==> src/rtl/ect_pkg.sv <==
package ect_pkg;
  localparam int ADDR_W = 5;

  typedef enum logic [1:0] {
    EDGE_NONE = 2'b00,
    EDGE_RISE = 2'b01,
    EDGE_FALL = 2'b10,
    EDGE_BOTH = 2'b11
  } edge_sel_e;

  typedef enum logic [1:0] {
    ACT_OFF    = 2'b00,
    ACT_TOGGLE = 2'b01,
    ACT_CLEAR  = 2'b10,
    ACT_SET    = 2'b11
  } oc_act_e;

  localparam logic [ADDR_W-1:0] A_TCTL  = 5'd0;
  localparam logic [ADDR_W-1:0] A_MODE  = 5'd1;
  localparam logic [ADDR_W-1:0] A_ACT   = 5'd2;
  localparam logic [ADDR_W-1:0] A_EDGE  = 5'd3;
  localparam logic [ADDR_W-1:0] A_FLAGS = 5'd4;
  localparam logic [ADDR_W-1:0] A_IEN   = 5'd5;
  localparam logic [ADDR_W-1:0] A_MCTL  = 5'd6;
  localparam logic [ADDR_W-1:0] A_MLOAD = 5'd7;
  localparam logic [ADDR_W-1:0] A_FILT  = 5'd8;
  localparam logic [ADDR_W-1:0] A_TCNT  = 5'd9;
  localparam logic [ADDR_W-1:0] A_MCNT  = 5'd10;
  localparam logic [ADDR_W-1:0] A_CH0   = 5'd16;
  localparam logic [ADDR_W-1:0] A_HOLD0 = 5'd24;
endpackage

==> src/rtl/ect_filter.sv <==
module ect_filter #(
  parameter int FLT_W = 7
) (
  input  logic       clk,
  input  logic       rst_n,
  input  logic       din,
  input  logic [1:0] sel,
  output logic       dout
);
  logic [FLT_W-1:0] cnt_q, cnt_d;
  logic             out_q, out_d;
  logic [FLT_W:0]   dly;

  always_comb begin
    dly   = (sel == 2'd0) ? '0 : ((FLT_W+1)'(1) << {sel, 1'b0});
    out_d = out_q;
    cnt_d = cnt_q;
    if (din == out_q) begin
      cnt_d = '0;
    end else if (dly == '0 || {1'b0, cnt_q} == dly - 1'b1) begin
      out_d = din;
      cnt_d = '0;
    end else begin
      cnt_d = cnt_q + 1'b1;
    end
  end

  always_ff @(posedge clk or negedge rst_n) begin
    if (!rst_n) begin
      out_q <= 1'b0;
      cnt_q <= '0;
    end else begin
      out_q <= out_d;
      cnt_q <= cnt_d;
    end
  end

  assign dout = out_q;

  // with a delay selected, a steady input never moves the output
  assert_filter_steady_R5: assert property (@(posedge clk) disable iff (!rst_n)
    (sel != 2'd0 && din == out_q) |=> $stable(out_q));
endmodule

==> src/rtl/ect_channel.sv <==
module ect_channel import ect_pkg::*; #(
  parameter int CW       = 16,
  parameter bit HAS_HOLD = 1'b1
) (
  input  logic          clk,
  input  logic          rst_n,
  input  logic          pin_f,
  input  logic          is_oc,
  input  logic [1:0]    edge_sel,
  input  logic [1:0]    act,
  input  logic          tick,
  input  logic [CW-1:0] cnt_q,
  input  logic [CW-1:0] cnt_nx,
  input  logic          wr_en,
  input  logic [CW-1:0] wdata,
  input  logic          latch_hold,
  input  logic          queue_mode,
  output logic [CW-1:0] chreg,
  output logic [CW-1:0] hold,
  output logic          event_o,
  output logic          pin_o
);
  logic          prev_q;
  logic [CW-1:0] ch_q, ch_d;
  logic          pin_q, pin_d;
  logic          rise, fall, cap_ev, cmp_ev;

  assign rise   = pin_f & ~prev_q;
  assign fall   = ~pin_f & prev_q;
  assign cap_ev = !is_oc && ((edge_sel[0] && rise) || (edge_sel[1] && fall));
  assign cmp_ev = is_oc && tick && (cnt_nx == ch_q);
  assign event_o = cap_ev | cmp_ev;

  always_comb begin
    ch_d  = ch_q;
    pin_d = pin_q;
    if (cap_ev)     ch_d = cnt_q;
    else if (wr_en) ch_d = wdata;
    if (cmp_ev) begin
      unique case (oc_act_e'(act))
        ACT_TOGGLE: pin_d = ~pin_q;
        ACT_CLEAR:  pin_d = 1'b0;
        ACT_SET:    pin_d = 1'b1;
        default:    pin_d = pin_q;
      endcase
    end
  end

  always_ff @(posedge clk or negedge rst_n) begin
    if (!rst_n) begin
      prev_q <= 1'b0;
      ch_q   <= '0;
      pin_q  <= 1'b0;
    end else begin
      prev_q <= pin_f;
      ch_q   <= ch_d;
      pin_q  <= pin_d;
    end
  end

  assign chreg = ch_q;
  assign pin_o = pin_q;

  generate
    if (HAS_HOLD) begin : g_hold
      logic [CW-1:0] hold_q, hold_d;
      always_comb begin
        hold_d = hold_q;
        if ((cap_ev && queue_mode) || latch_hold) hold_d = ch_q;
      end
      always_ff @(posedge clk or negedge rst_n) begin
        if (!rst_n) hold_q <= '0;
        else        hold_q <= hold_d;
      end
      assign hold = hold_q;

      // queued capture keeps the previous value
      assert_queue_shift_R9: assert property (@(posedge clk) disable iff (!rst_n)
        (cap_ev && queue_mode) |=> (hold_q == $past(ch_q)));
    end else begin : g_nohold
      logic unused_hold;
      assign unused_hold = latch_hold ^ queue_mode;
      assign hold = '0;
    end
  endgenerate

  // a capture stores the count seen at the edge
  assert_capture_value_R3: assert property (@(posedge clk) disable iff (!rst_n)
    cap_ev |=> (ch_q == $past(cnt_q)));
  // set and clear actions reach the pin on the match
  assert_compare_set_R4: assert property (@(posedge clk) disable iff (!rst_n)
    (cmp_ev && act == ACT_SET) |=> pin_q);
  assert_compare_clear_R4: assert property (@(posedge clk) disable iff (!rst_n)
    (cmp_ev && act == ACT_CLEAR) |=> !pin_q);
  // a compare channel never captures
  assert_oc_no_capture_R2: assert property (@(posedge clk) disable iff (!rst_n)
    (is_oc && !wr_en) |=> $stable(ch_q));
endmodule

==> src/rtl/ect_modcnt.sv <==
module ect_modcnt #(
  parameter int CW     = 16,
  parameter int MDIV_W = 4
) (
  input  logic              clk,
  input  logic              rst_n,
  input  logic              run,
  input  logic [MDIV_W-1:0] div,
  input  logic [CW-1:0]     load_val,
  input  logic              load_wr,
  output logic [CW-1:0]     mcnt,
  output logic              underflow
);
  logic [MDIV_W-1:0] pre_q, pre_d;
  logic [CW-1:0]     cnt_q, cnt_d;
  logic              mtick;

  assign mtick     = run && (pre_q == div);
  assign underflow = mtick && (cnt_q == '0);

  always_comb begin
    pre_d = pre_q;
    cnt_d = cnt_q;
    if (load_wr) begin
      pre_d = '0;
      cnt_d = load_val;
    end else begin
      if (!run || mtick) pre_d = '0;
      else               pre_d = pre_q + 1'b1;
      if (mtick) cnt_d = underflow ? load_val : cnt_q - 1'b1;
    end
  end

  always_ff @(posedge clk or negedge rst_n) begin
    if (!rst_n) begin
      pre_q <= '0;
      cnt_q <= '0;
    end else begin
      pre_q <= pre_d;
      cnt_q <= cnt_d;
    end
  end

  assign mcnt = cnt_q;

  // an underflow reloads the programmed value
  assert_mod_reload_R7: assert property (@(posedge clk) disable iff (!rst_n)
    (underflow && !load_wr) |=> (cnt_q == $past(load_val)));
  // a stopped counter holds
  assert_mod_hold_R7: assert property (@(posedge clk) disable iff (!rst_n)
    (!run && !load_wr) |=> $stable(cnt_q));
endmodule

==> src/rtl/ect_timer.sv <==
module ect_timer import ect_pkg::*; #(
  parameter int NCH    = 8,
  parameter int NBUF   = 4,
  parameter int CW     = 16,
  parameter int PS_W   = 3,
  parameter int MDIV_W = 4,
  parameter int FLT_W  = 7
) (
  input  logic              clk,
  input  logic              rst_n,
  input  logic [ADDR_W-1:0] bus_addr,
  input  logic              bus_we,
  input  logic [CW-1:0]     bus_wdata,
  output logic [CW-1:0]     bus_rdata,
  input  logic [NCH-1:0]    pin_in,
  output logic [NCH-1:0]    pin_out,
  output logic [NCH-1:0]    pin_oe,
  output logic [NCH+1:0]    irq
);
  localparam int PRE_W = (1 << PS_W) - 1;
  localparam int NFLG  = NCH + 2;
  localparam int F_OVF = NCH;
  localparam int F_MOD = NCH + 1;

  function automatic logic wr_hit(input logic [ADDR_W-1:0] a);
    return bus_we && (bus_addr == a);
  endfunction

  // configuration registers
  logic              run_q, mrun_q, mlatch_q, mqueue_q;
  logic [PS_W-1:0]   ps_q;
  logic [MDIV_W-1:0] mdiv_q;
  logic [NCH-1:0]    mode_q;
  logic [2*NCH-1:0]  act_q, edge_q;
  logic [NFLG-1:0]   ien_q;
  logic [CW-1:0]     mload_q;
  logic [2*NBUF-1:0] filt_q;

  always_ff @(posedge clk or negedge rst_n) begin
    if (!rst_n) begin
      run_q <= 1'b0; ps_q <= '0; mode_q <= '0; act_q <= '0; edge_q <= '0;
      ien_q <= '0; mrun_q <= 1'b0; mdiv_q <= '0; mlatch_q <= 1'b0;
      mqueue_q <= 1'b0; mload_q <= '0; filt_q <= '0;
    end else begin
      if (wr_hit(A_TCTL))  {ps_q, run_q} <= bus_wdata[PS_W:0];
      if (wr_hit(A_MODE))  mode_q <= bus_wdata[NCH-1:0];
      if (wr_hit(A_ACT))   act_q  <= bus_wdata[2*NCH-1:0];
      if (wr_hit(A_EDGE))  edge_q <= bus_wdata[2*NCH-1:0];
      if (wr_hit(A_IEN))   ien_q  <= bus_wdata[NFLG-1:0];
      if (wr_hit(A_MCTL))  {mqueue_q, mlatch_q, mdiv_q, mrun_q} <= bus_wdata[MDIV_W+2:0];
      if (wr_hit(A_MLOAD)) mload_q <= bus_wdata;
      if (wr_hit(A_FILT))  filt_q <= bus_wdata[2*NBUF-1:0];
    end
  end

  // main counter and prescaler
  logic [PRE_W-1:0] pcnt_q, pcnt_d, mask;
  logic [CW-1:0]    tcnt_q, tcnt_d, cnt_nx;
  logic             tick, tcnt_wr, tick_eff, ovf_ev;

  assign mask     = ~({PRE_W{1'b1}} << ps_q);
  assign tick     = run_q && ((pcnt_q & mask) == mask);
  assign tcnt_wr  = wr_hit(A_TCNT);
  assign tick_eff = tick && !tcnt_wr;
  assign cnt_nx   = tcnt_q + 1'b1;
  assign ovf_ev   = tick_eff && (&tcnt_q);

  always_comb begin
    pcnt_d = run_q ? pcnt_q + 1'b1 : '0;
    if (tcnt_wr)       tcnt_d = bus_wdata;
    else if (tick)     tcnt_d = cnt_nx;
    else               tcnt_d = tcnt_q;
  end

  always_ff @(posedge clk or negedge rst_n) begin
    if (!rst_n) begin
      pcnt_q <= '0;
      tcnt_q <= '0;
    end else begin
      pcnt_q <= pcnt_d;
      tcnt_q <= tcnt_d;
    end
  end

  // modulus counter
  logic [CW-1:0] mcnt, mload_src;
  logic          mod_uf;
  assign mload_src = wr_hit(A_MLOAD) ? bus_wdata : mload_q;

  ect_modcnt #(.CW(CW), .MDIV_W(MDIV_W)) u_mod (
    .clk(clk), .rst_n(rst_n), .run(mrun_q), .div(mdiv_q),
    .load_val(mload_src), .load_wr(wr_hit(A_MLOAD)),
    .mcnt(mcnt), .underflow(mod_uf));

  // pin synchroniser
  logic [NCH-1:0] sync1_q, sync2_q, pin_f, ch_ev;
  always_ff @(posedge clk or negedge rst_n) begin
    if (!rst_n) begin
      sync1_q <= '0;
      sync2_q <= '0;
    end else begin
      sync1_q <= pin_in;
      sync2_q <= sync1_q;
    end
  end

  logic [CW-1:0] chreg [NCH];
  logic [CW-1:0] hold  [NCH];

  generate
    for (genvar i = 0; i < NCH; i++) begin : g_ch
      if (i < NBUF) begin : g_flt
        ect_filter #(.FLT_W(FLT_W)) u_flt (
          .clk(clk), .rst_n(rst_n), .din(sync2_q[i]),
          .sel(filt_q[2*i+1:2*i]), .dout(pin_f[i]));
      end else begin : g_raw
        assign pin_f[i] = sync2_q[i];
      end

      ect_channel #(.CW(CW), .HAS_HOLD(i < NBUF)) u_ch (
        .clk(clk), .rst_n(rst_n), .pin_f(pin_f[i]), .is_oc(mode_q[i]),
        .edge_sel(edge_q[2*i+1:2*i]), .act(act_q[2*i+1:2*i]),
        .tick(tick_eff), .cnt_q(tcnt_q), .cnt_nx(cnt_nx),
        .wr_en(wr_hit(A_CH0 + ADDR_W'(i))), .wdata(bus_wdata),
        .latch_hold(mod_uf && mlatch_q), .queue_mode(mqueue_q),
        .chreg(chreg[i]), .hold(hold[i]), .event_o(ch_ev[i]),
        .pin_o(pin_out[i]));

      assign pin_oe[i] = mode_q[i] && (act_q[2*i+1:2*i] != ACT_OFF);
    end
  endgenerate

  // interrupt flags
  logic [NFLG-1:0] flag_q, flag_d, flag_clr, ev_vec;
  assign ev_vec   = {mod_uf, ovf_ev, ch_ev};
  assign flag_clr = wr_hit(A_FLAGS) ? bus_wdata[NFLG-1:0] : '0;
  assign flag_d   = (flag_q & ~flag_clr) | ev_vec;

  always_ff @(posedge clk or negedge rst_n) begin
    if (!rst_n) flag_q <= '0;
    else        flag_q <= flag_d;
  end

  assign irq = flag_q & ien_q;

  // read mux
  always_comb begin
    bus_rdata = '0;
    unique case (bus_addr)
      A_TCTL:  bus_rdata = CW'({ps_q, run_q});
      A_MODE:  bus_rdata = CW'(mode_q);
      A_ACT:   bus_rdata = CW'(act_q);
      A_EDGE:  bus_rdata = CW'(edge_q);
      A_FLAGS: bus_rdata = CW'(flag_q);
      A_IEN:   bus_rdata = CW'(ien_q);
      A_MCTL:  bus_rdata = CW'({mqueue_q, mlatch_q, mdiv_q, mrun_q});
      A_MLOAD: bus_rdata = mload_q;
      A_FILT:  bus_rdata = CW'(filt_q);
      A_TCNT:  bus_rdata = tcnt_q;
      A_MCNT:  bus_rdata = mcnt;
      default: begin
        for (int k = 0; k < NCH; k++) begin
          if (bus_addr == A_CH0 + ADDR_W'(k))   bus_rdata = chreg[k];
          if (bus_addr == A_HOLD0 + ADDR_W'(k)) bus_rdata = hold[k];
        end
      end
    endcase
  end

  // each tick moves the counter by one, a stopped counter holds
  assert_count_step_R1: assert property (@(posedge clk) disable iff (!rst_n)
    tick_eff |=> (tcnt_q == $past(tcnt_q) + CW'(1)));
  assert_count_hold_R1: assert property (@(posedge clk) disable iff (!rst_n)
    (!run_q && !tcnt_wr) |=> $stable(tcnt_q));
  // wrap sets the overflow flag
  assert_overflow_flag_R6: assert property (@(posedge clk) disable iff (!rst_n)
    ovf_ev |=> flag_q[F_OVF]);
  // modulus underflow raises its flag
  assert_mod_flag_R7: assert property (@(posedge clk) disable iff (!rst_n)
    mod_uf |=> flag_q[F_MOD]);
  // an event beats a simultaneous clear
  assert_set_wins_R10: assert property (@(posedge clk) disable iff (!rst_n)
    (|ev_vec) |=> ((flag_q & $past(ev_vec)) == $past(ev_vec)));
endmodule

==> config.mk <==
export PLATFORM = sky130hd
export DESIGN_NAME = ect_timer
export DESIGN_NICKNAME = d
export VERILOG_FILES = /design/src/rtl/ect_pkg.sv /design/src/rtl/ect_filter.sv /design/src/rtl/ect_channel.sv /design/src/rtl/ect_modcnt.sv /design/src/rtl/ect_timer.sv
export SDC_FILE = /design/constraint.sdc
export NUM_CORES = 1
export LEC_CHECK = 0
export BUFFER_PORTS_ARGS = -buffer_cell sky130_fd_sc_hd__buf_2
export CAP_MARGIN = 20
export CORE_UTILIZATION = 45
export CTS_BUF_LIST = sky130_fd_sc_hd__clkbuf_16
export DETAILED_ROUTE_END_ITERATION = 8
export GPL_TIMING_DRIVEN = 0
export HOLD_SLACK_MARGIN = 0.15
export PLACE_DENSITY_LB_ADDON = 0.1
export SETUP_SLACK_MARGIN = 0.1
export SYNTH_ARGS = -nofsm -noshare
export SYNTH_HDL_FRONTEND = slang
export SYNTH_SLANG_ARGS = --single-unit
export TNS_END_PERCENT = 20
==> constraint.sdc <==
create_clock -name clk -period 3.6 [get_ports clk]
set_clock_uncertainty 0.1 [all_clocks]
set_input_delay 0.36 -clock clk [delete_from_list [all_inputs] [get_ports clk]]
set_output_delay 0.36 -clock clk [all_outputs]
set_load 0.01 [all_outputs]
# Yosys cells after proc, flatten, opt, wreduce, memory -nomap -nowiden
# Cells that the tools add are included.
[classes]
add_sub_neg = 12
shift = 5
muxes = 63
n_bitwise = 58
n_eq_ne = 68
n_reduce_logical = 152
[op_table]
columns = ["op", "count"]
rows = [
  ["$mux 16", 38],
  ["$pmux 16 s11", 1],
  ["$eq 16x16->1", 8],
  ["$eq 5x5->1 const B", 16],
  ["$logic_and 1x1->1", 76],
  ["$mux 7", 9],
  ["$reduce_bool 2->1", 18],
  ["$add 7x1->7 const B", 5],
  ["$eq 2x2->1 const B", 16],
  ["$eq 7x8->1", 4],
  ["$logic_not 8->1", 4],
  ["$mux 8", 4],
  ["$shl 1x3->8 const A", 4],
  ["$sub 8x1->8 const B", 4],
  ["$not 1->1", 28],
  ["$pmux 1 s3", 8],
  ["$reduce_and 2->1", 12],
  ["$reduce_bool 3->1", 8],
  ["$and 10x10->10", 2],
  ["$eq 5x3->1 const B", 4],
  ["$logic_or 1x1->1", 17],
  ["$add 16x1->16 const B", 1],
  ["$and 1x1->1", 16],
  ["$eq 2x1->1 const B", 8],
  ["other kinds (21)", 47],
]
[word_totals]
reg_bits = 394
out_inout_bits = 42
elab_cells = 413

# Logic depth before layout (Yosys ltp)
# Gate-level depths: netlist (run 1).
[depth]
depth_word = 18
mapped_depth = 10

# Hierarchy
# A second synthesis (run 1) with hierarchy kept.
[unflattened]
hier_cells = 2383
area_unflattened_um2 = 24011.8
[by_module_without_submodules]
columns = ["mod", "seq_area_each_um2", "cells_each", "area_per_inst_um2", "n_inst"]
rows = [
  ["ect_timer", 3353.2, 1038, 9535.4, 1],
  ["ect_channel at g_ch[0].u_ch ...", 850.8, 138, 1690.4, 4],
  ["ect_channel at g_ch[4].u_ch ...", 450.4, 119, 1151.1, 4],
  ["ect_filter", 200.2, 43, 439.2, 4],
  ["ect_modcnt", 500.5, 145, 1353.8, 1],
]

# Least setup slack after synthesis (run 1)
# Ideal clock, no wire load.
[synth_path]
path_kind = "register to register"
start = "reg tcnt_q[1]"
end = "reg g_ch[0].u_ch.pin_q"
t_arrival_ns = 2.769
slack_ns = 0.600
path_stages_with_launch = 9
n_path_buf = 0
required_ns = 3.369
period_less_slack_ns = 3.000
cell_sequence = "dfrtp_1 ha_1 nand4_4 nor4_4 xnor2_1 xnor2_1 a2111o_1 o31a_1 or3_1"
[synth_via]
elab_chain_cells = 4
[synth_lines]
columns = ["item", "line", "text"]
rows = [
  ["from (decl)", "ect_timer.sv:58", "logic [CW-1:0] tcnt_q, tcnt_d, cnt_nx;"],
  ["from (signal assigned)", "ect_timer.sv:81", "tcnt_q <= tcnt_d;"],
  ["$add 16x1->16", "ect_timer.sv:65", "assign cnt_nx = tcnt_q + 1'b1;"],
  ["$eq 16x16->1", "ect_channel.sv:31", "assign cmp_ev = is_oc && tick && (cnt_nx == ch_q);"],
  ["$logic_and 1x1->1", "ect_channel.sv:31", ""],
  ["$reduce_and 2->1 (no source line)", "--", ""],
  ["to (signal assigned)", "ect_channel.sv:57", "pin_q <= pin_d;"],
  ["to (decl)", "ect_channel.sv:25", "logic pin_q, pin_d;"],
]
# No other way between the ends.
# A chain may end at the register's enable or synchronous reset.

# Final worst setup path (run 1)
[layout_path]
start = "in bus_addr[0]"
end = "out bus_rdata[4]"
[layout_via]
elab_chain_cells = 18
elab_cells_between_ends = 44
classes_between = "eq/ne: 26; mux: 17; reduce/logical: 1"
[layout_lines]
columns = ["item", "line", "text"]
rows = [
  ["from (decl)", "ect_timer.sv:11", "input logic [ADDR_W-1:0] bus_addr,"],
  ["$eq 5x5->1", "ect_timer.sv:163", "if (bus_addr == A_CH0 + ADDR_W'(k)) bus_rdata = chreg[k];"],
  ["$mux 16", "ect_timer.sv:163", ""],
  ["$mux 16", "ect_timer.sv:164", "if (bus_addr == A_HOLD0 + ADDR_W'(k)) bus_rdata = hold[k];"],
  ["$mux 16", "ect_timer.sv:163", ""],
  ["$mux 16", "ect_timer.sv:164", ""],
  ["$mux 16", "ect_timer.sv:163", ""],
  ["$mux 16", "ect_timer.sv:164", ""],
  ["$mux 16", "ect_timer.sv:163", ""],
  ["[2 not listed]", "--", ""],
  ["$mux 16", "ect_timer.sv:164", ""],
  ["$mux 16", "ect_timer.sv:163", ""],
  ["$mux 16", "ect_timer.sv:164", ""],
  ["$mux 16", "ect_timer.sv:163", ""],
  ["$mux 16", "ect_timer.sv:164", ""],
  ["$mux 16", "ect_timer.sv:163", ""],
  ["$mux 16", "ect_timer.sv:164", ""],
  ["$pmux 16 s11 *", "ect_timer.sv:149", "unique case (bus_addr)"],
  ["to (decl)", "ect_timer.sv:14", "output logic [CW-1:0] bus_rdata,"],
]
# Mark *: on every way between the ends. The rest lies on a longest branch, timed or not.

==> impl_metrics.tcl, run 1 <==
set metrics [dict create \
    yosys.cell_count.top_type "dfrtp_1" \
    path_buf_inv 3 \
    grt_pass1_wl_mm 143 \
    instances_no_fill 3267 \
    cp_data_arrival_time_ns 3.11 \
    path_delay_family "simple AND/OR/NAND/NOR gates" \
    placed_cells 3153 \
    crit_slowest_cell "nor3b_2" \
    gr-total-overflow 0 \
    io_pins 74 \
    path_max_fanout 10 \
    synth_area_per_cell_sq_um 9.68 \
    outcome "complete, no violations" \
    worstPathRequired_ns 3.14 \
    fmaxAchievable_mhz 280 \
    hpwl_mm 75.2 \
    cpMostUsedCell "buf_2" \
    finalHoldViolCount 0 \
    root_buffer "clkbuf_16" \
    yosysWarnings 0 \
    synth_ff_type "dfrtp_1" \
    syn_area_sq_um 23300 \
    vias 21100 \
    ys_seq_area_frac 0.424 \
    cts_max_path_buffers 3 \
    cp-start-kind "input pin" \
    crit_path_max_incr_delay_ns 0.58 \
    finalSetupViolCount 0 \
    wl_per_cell_um 30.3 \
    drcViolationCount 0 \
    initial_core_util 0.460 \
    gp_congestion 1.05 \
    clkSinkCount 394 \
    yosysTopAreaCellShare 0.424 \
    powerDensity_nw_per_um2 759 \
    rows 82 \
    area_growth_pct 14.9 \
    htree_num_levels 2 \
    rsz0062_at_grt "yes" \
    endpoint_kind "primary output" \
    clk_pin_slew_worst_paths_ns 0.06 \
    fp.dieH_um 229 \
    synth_edf_count 0 \
    grt.total_usage 0.375 \
    drt_iter0_drc 2792 \
    grt_pass1_vias 20400 \
    ys_types 93 \
    fp.dieW_um 229 \
    dieArea_sq_um 52600 \
    fin_crit_sh 0.992 \
    netlist.top_cell.by_area "dfrtp_1" \
    ir_drop_uv 514 \
    synth_nets 2456 \
    synth.area.top_cells "dfrtp_1, mux2_2, mux2i_1" \
    drtPass1Iterations 8 \
    cts_tree "yes" \
    grt_max_degree 119 \
    slew_violations 0 \
    hold_path_class "input pin to flop" \
    power.leakage_nw 11.9 \
    max-slew-margin-rel 0.220 \
    synthTopCellsByCount "dfrtp_1, nand2_1, o21ai_0" \
    ant_nets 0 \
    finalSetupTns_ns 0 \
    whs_ns 0.241 \
    viasPerCell 6.45 \
    period_needed_ns 3.57 \
    drive_gt1_frac 0.162 \
    numCtsBuffers 47 \
    coreArea_sq_um 50600 \
    fill_cells 4584 \
    crit_path_cell_trace "clkbuf_1, buf_2, nor3b_2, nand2_1, o22ai_1, a31oi_1, o21ai_1, nand4_1, buf_2" \
    synth-async-reset-ratio 1.00 \
    fin_nets 2608 \
    yosys_register_bits 394 \
    insertion_delay_ns 0.62 \
    worst_pin_slew_ns 1.17 \
    wl_mm 98.8 \
    criticalPathCategory "input pin to primary output" \
    cap_violations 0 \
    netlist_instances 2404 \
    antenna_found_initial 3 \
    portBuffers 60 \
]
[per-layer routing]
layer / wire [um] / vias up / track usage
met4: 5370 / 0 / 0.179
met5: 0 / - / 0
met3: 10300 / 272 / 0.0872
met2: 44200 / 1272 / 0.579
met1: 38900 / 10500 / 0.497
li1: - / 9013 / -
[cells in the final DEF (no fill, tap or decap), drive strengths merged, types with 20 or more instances in the layout]
cell and n:
a22oi 48, a221oi 21, xnor2 99, dfrtp 394, mux2i 137, clkbuf 172, nand2 323, clkinv 23
and3 27, inv 49, buf 134, xor2 57, a21oi 99, nor3 39, mux2 132, nor2 132
nand4 21, nand3 55, xnor3 23, o21ai 242, ha 20, nor4 26, o22ai 20
[where the power goes]
part / internal (W) / switching [W]
sequential: 0.00586 / 0.00204
clock: 0.00278 / 0.00204
combinational: 0.00314 / 0.00442
[cell type report]
| type | instances | area [sq um] | area share |
|---|---|---|---|
| timing repair buffer | 104 | 743 | 0.0278 |
| clock buffer | 48 | 1200 | 0.0449 |
| buffer | 172 | 801 | 0.0300 |
| inverter | 40 | 150 | 0.00562 |
| tap | 672 | 841 | 0.0314 |
| multi-input combinational | 1797 | 12800 | 0.479 |
| antenna | 1 | 2.50 | 0.0000936 |
| sequential | 394 | 9860 | 0.369 |
| clock inverter | 39 | 320 | 0.0120 |
[path summary, 6_finish.rpt]
path,start,endpoint,slack (ns),cells past startpoint
min in group asynchronous,rst_n,g_ch[1].u_ch.hold[0]$_DFFE_PN0P_,0.27,2
hold reg to reg,sync1_q[7]$_DFF_PN0_,sync2_q[7]$_DFF_PN0_,0.25,0
setup / recovery,bus_addr[0],bus_rdata[4],0.03,9
setup reg to reg,tcnt_q[1]$_DFFE_PN0P_,g_ch[2].u_ch.pin_o$_DFFE_PN0P_,0.15,8
max in group asynchronous,rst_n,act_q[10]$_DFFE_PN0P_,1.92,3
hold / removal,bus_wdata[0],flag_q[0]$_DFF_PN0_,0.24,4
[flip-flops by register name, summed over array words and instances (netlist names), 3 cells and up]
name and flops:
act_q 16, g_ch.u_ch.hold 64, u_mod.mcnt 16, sync2_q 8
g_ch.g_flt.u_flt.cnt_q 28, g_ch.u_ch.chreg 128, pcnt_q 7, filt_q 8
ien_q 10, g_ch.g_flt.u_flt.dout 4, sync1_q 8, u_mod.pre_q 4
flag_q 10, tcnt_q 16, mode_q 8, ps_q 3
mload_q 16, g_ch.u_ch.prev_q 8, g_ch.u_ch.pin_o 8, edge_q 16
mdiv_q 4
[repair_timing]
| action | in CTS | in global routing |
|---|---|---|
| hold buffers | 18 | 0 |
| hold endpoints to repair | 137 | 0 |
| endpoints found under the setup margin | 37 | 24 |
| pin swaps | 3 | 6 |
| buffers inserted | 2 | 7 |
| gates resized for setup | 58 | 51 |
[kinds of logic after synthesis]
logic type,after synthesis,share of synthesized area
buffers and inverters,213,0.0390
muxes,269,0.124
DFF,394,0.424
and+or+nand+nor,741,0.157
adders and majority gates,20,0.0108
xor gates and xnor gates,180,0.0843
AOI/OAI and AO/OA,587,0.161
[tightest hold or removal path, delay by kind of cell]
family	cells	cell delay (ns)
buffers and inverters	1	0.27
and+or+nand+nor	1	0.15
AOI/OAI and AO/OA	2	0.12
[per-stage QoR]
step                setup slack [ns]  utilization  instance area [sq um]  total power [W]
finish                        0.0298        0.529                  26700           0.0203
global route                  0.0393        0.529                  26700           0.0211
CTS                           0.0493        0.525                  26600           0.0199
detailed placement            -0.772        0.487                  24600           0.0150
global placement               -6.06        0.483                  24400           0.0149
floorplan                      0.600            -                  23300           0.0121
Note: power is estimated with default switching activity, not from simulation.
==> inputs of run 2 (changes only) <==
--- a/config.mk
+++ b/config.mk
@@ -7,11 +7,10 @@
 export LEC_CHECK = 0
 export BUFFER_PORTS_ARGS = -buffer_cell sky130_fd_sc_hd__buf_2
 export CAP_MARGIN = 20
-export CORE_UTILIZATION = 45
+export CORE_UTILIZATION = 51
 export CTS_BUF_LIST = sky130_fd_sc_hd__clkbuf_16
 export DETAILED_ROUTE_END_ITERATION = 8
 export GPL_TIMING_DRIVEN = 0
-export HOLD_SLACK_MARGIN = 0.15
 export PLACE_DENSITY_LB_ADDON = 0.1
 export SETUP_SLACK_MARGIN = 0.1
 export SYNTH_ARGS = -nofsm -noshare
==> impl_metrics.tcl, run 2 (synthesis gave the netlist of run 1 again) <==
set metrics [dict create \
    fin_nets 2598 \
    multi_input_comb_area_sq_um 12700 \
    period_needed_ns 3.62 \
    htree_num_levels 2 \
    dieArea_sq_um 46500 \
    worstPathRequired_ns 3.98 \
    largest_reg_flops 128 \
    powerDensity_nw_per_um2 759 \
    layout_common_cells "dfrtp_1, nand2_1, o21ai_0" \
    ant_nets 0 \
    root_buffer "clkbuf_16" \
    area_growth_pct 13.3 \
    hpwl_mm 72.8 \
    path_max_fanout 10 \
    instances_no_fill 3173 \
    portBuffers 60 \
    drtPass1Iterations 7 \
    worst_pin_slew_ns 1.16 \
    crit_path_cell_trace "buf_6, nand4_2, buf_2, nor4_4, xnor2_1, xnor2_1, nor4_2, and3_1, a21oi_1" \
    max-slew-margin-rel 0.226 \
    fin_crit_sh 1.00 \
    initial_core_util 0.522 \
    drcViolationCount 0 \
    violations "negative setup slack" \
    final_util 0.591 \
    cts_tree "yes" \
    slew_violations 0 \
    grt_pass1_vias 20400 \
    insertion_delay_ns 0.61 \
    cp-start-kind "flop" \
    final_common_cell "dfrtp_1" \
    setup_ws_ns -0.0161 \
    placed_cells 3074 \
    gp_congestion 1.07 \
    clk_pin_slew_worst_paths_ns 0.06 \
    criticalPathCategory "flop to flop" \
    crit_path_max_incr_delay_ns 0.71 \
    cpMostUsedCell "xnor2_1" \
    cp_data_arrival_time_ns 4.00 \
    grt_max_degree 116 \
    hold_path_class "input pin to flop" \
    antenna_found_initial 2 \
    path_buf_inv 2 \
    cap_violations 0 \
    drt_iter0_drc 2774 \
    coreArea_sq_um 44600 \
    rows 77 \
    wl_mm 96.0 \
    crit_slowest_cell "nor4_4" \
    drive_gt1_frac 0.153 \
    fill_cells 3887 \
    gr-total-overflow 0 \
    path_delay_family "simple AND/OR/NAND/NOR gates" \
    finalSetupViolCount 2 \
    rsz0062_at_grt "yes" \
    outcome "finished, violations left" \
    fmaxAchievable_mhz 277 \
    grt_pass1_wl_mm 139 \
    endpoint_kind "flop" \
    fp.dieH_um 216 \
    numCtsBuffers 45 \
    grt.total_usage 0.413 \
    io_pins 74 \
    vias 21300 \
    power.leakage_nw 11.8 \
    whs_ns 0.0537 \
    finalHoldViolCount 0 \
    fp.dieW_um 216 \
    clkSinkCount 394 \
    cts_max_path_buffers 3 \
    ir_drop_uv 425 \
    final-seq-area_sq_um 9860 \
    wl_per_cell_um 30.3 \
    viasPerCell 6.73 \
]
==> run 2: per-stage QoR <==
step                      cell area [sq um]  setup slack [ns]  power, W  setup TNS [ns]
after floorplan                       23300             0.600    0.0121               0
after global placement                24300             -5.89    0.0147        -2329.60
after detailed placement              24500            -0.753    0.0149           -9.75
after CTS                             26300           0.00114    0.0196               0
after global routing                  26400           -0.0150    0.0207         -0.0151
final                                 26400           -0.0161    0.0200         -0.0317
==> run 2: cell type report <==
cell class	instances	area share
sequential	394	0.374
antenna	1	0.0000949
buffer	172	0.0300
tap	592	0.0281
clock inverter	35	0.0103
timing repair buffer	96	0.0247
multi-input combinational	1797	0.483
clock buffer	46	0.0437
inverter	40	0.00570
==> run 2: path summary, 6_finish.rpt <==
kind | from | endpoint | slack [ns] | cells after the start
setup / recovery | tcnt_q[8]$_DFFE_PN0P_ | g_ch[3].u_ch.pin_o$_DFFE_PN0P_ | -0.02 | 9
hold / removal | bus_wdata[10] | g_ch[0].u_ch.chreg[10]$_DFFE_PN0P_ | 0.05 | 3
setup reg to reg | tcnt_q[8]$_DFFE_PN0P_ | g_ch[3].u_ch.pin_o$_DFFE_PN0P_ | -0.02 | 9
hold reg to reg | sync1_q[5]$_DFF_PN0_ | sync2_q[5]$_DFF_PN0_ | 0.25 | 0
max in group asynchronous | rst_n | u_mod.mcnt[7]$_DFFE_PN0P_ | 1.66 | 4
min in group asynchronous | rst_n | g_ch[2].u_ch.hold[3]$_DFFE_PN0P_ | 0.23 | 2
==> run 2: routing by layer <==
metal / wire, um / vias up / track usage
met2: 41900 / 1423 / 0.614
met3: 10200 / 357 / 0.0919
met4: 7090 / 0 / 0.271
li1: - / 8962 / -
met5: 0 / - / 0
met1: 36900 / 10600 / 0.541
==> run 2: worst register-to-register path, delay by kind of cell (launching register included) <==
kind	cells	cell delay [ns]
and+or+nand+nor	4	1.92
xor gates and xnor gates	2	0.59
buffers and inverters	2	0.44
DFF	1	0.34
AOI/OAI and AO/OA	1	0.10
==> run 2: power by group <==
| part | internal [W] | total (W) | switching (W) | leakage [nW] |
|---|---|---|---|---|
| registers | 0.00587 | 0.00789 | 0.00203 | 4.89 |
| logic | 0.00313 | 0.00755 | 0.00442 | 6.19 |
| clock network | 0.00254 | 0.00456 | 0.00202 | 0.720 |
| total | 0.0115 | 0.0200 | 0.00846 | 11.8 |
==> run 2: timing repair <==
| action | in CTS | in global routing |
|---|---|---|
| gates resized for setup | 54 | 24 |
| endpoints found under the hold margin | 91 | 0 |
| setup buffers | 2 | 4 |
| pin swaps | 2 | 4 |
| hold buffers | 10 | 0 |
| setup endpoints to repair | 34 | 24 |
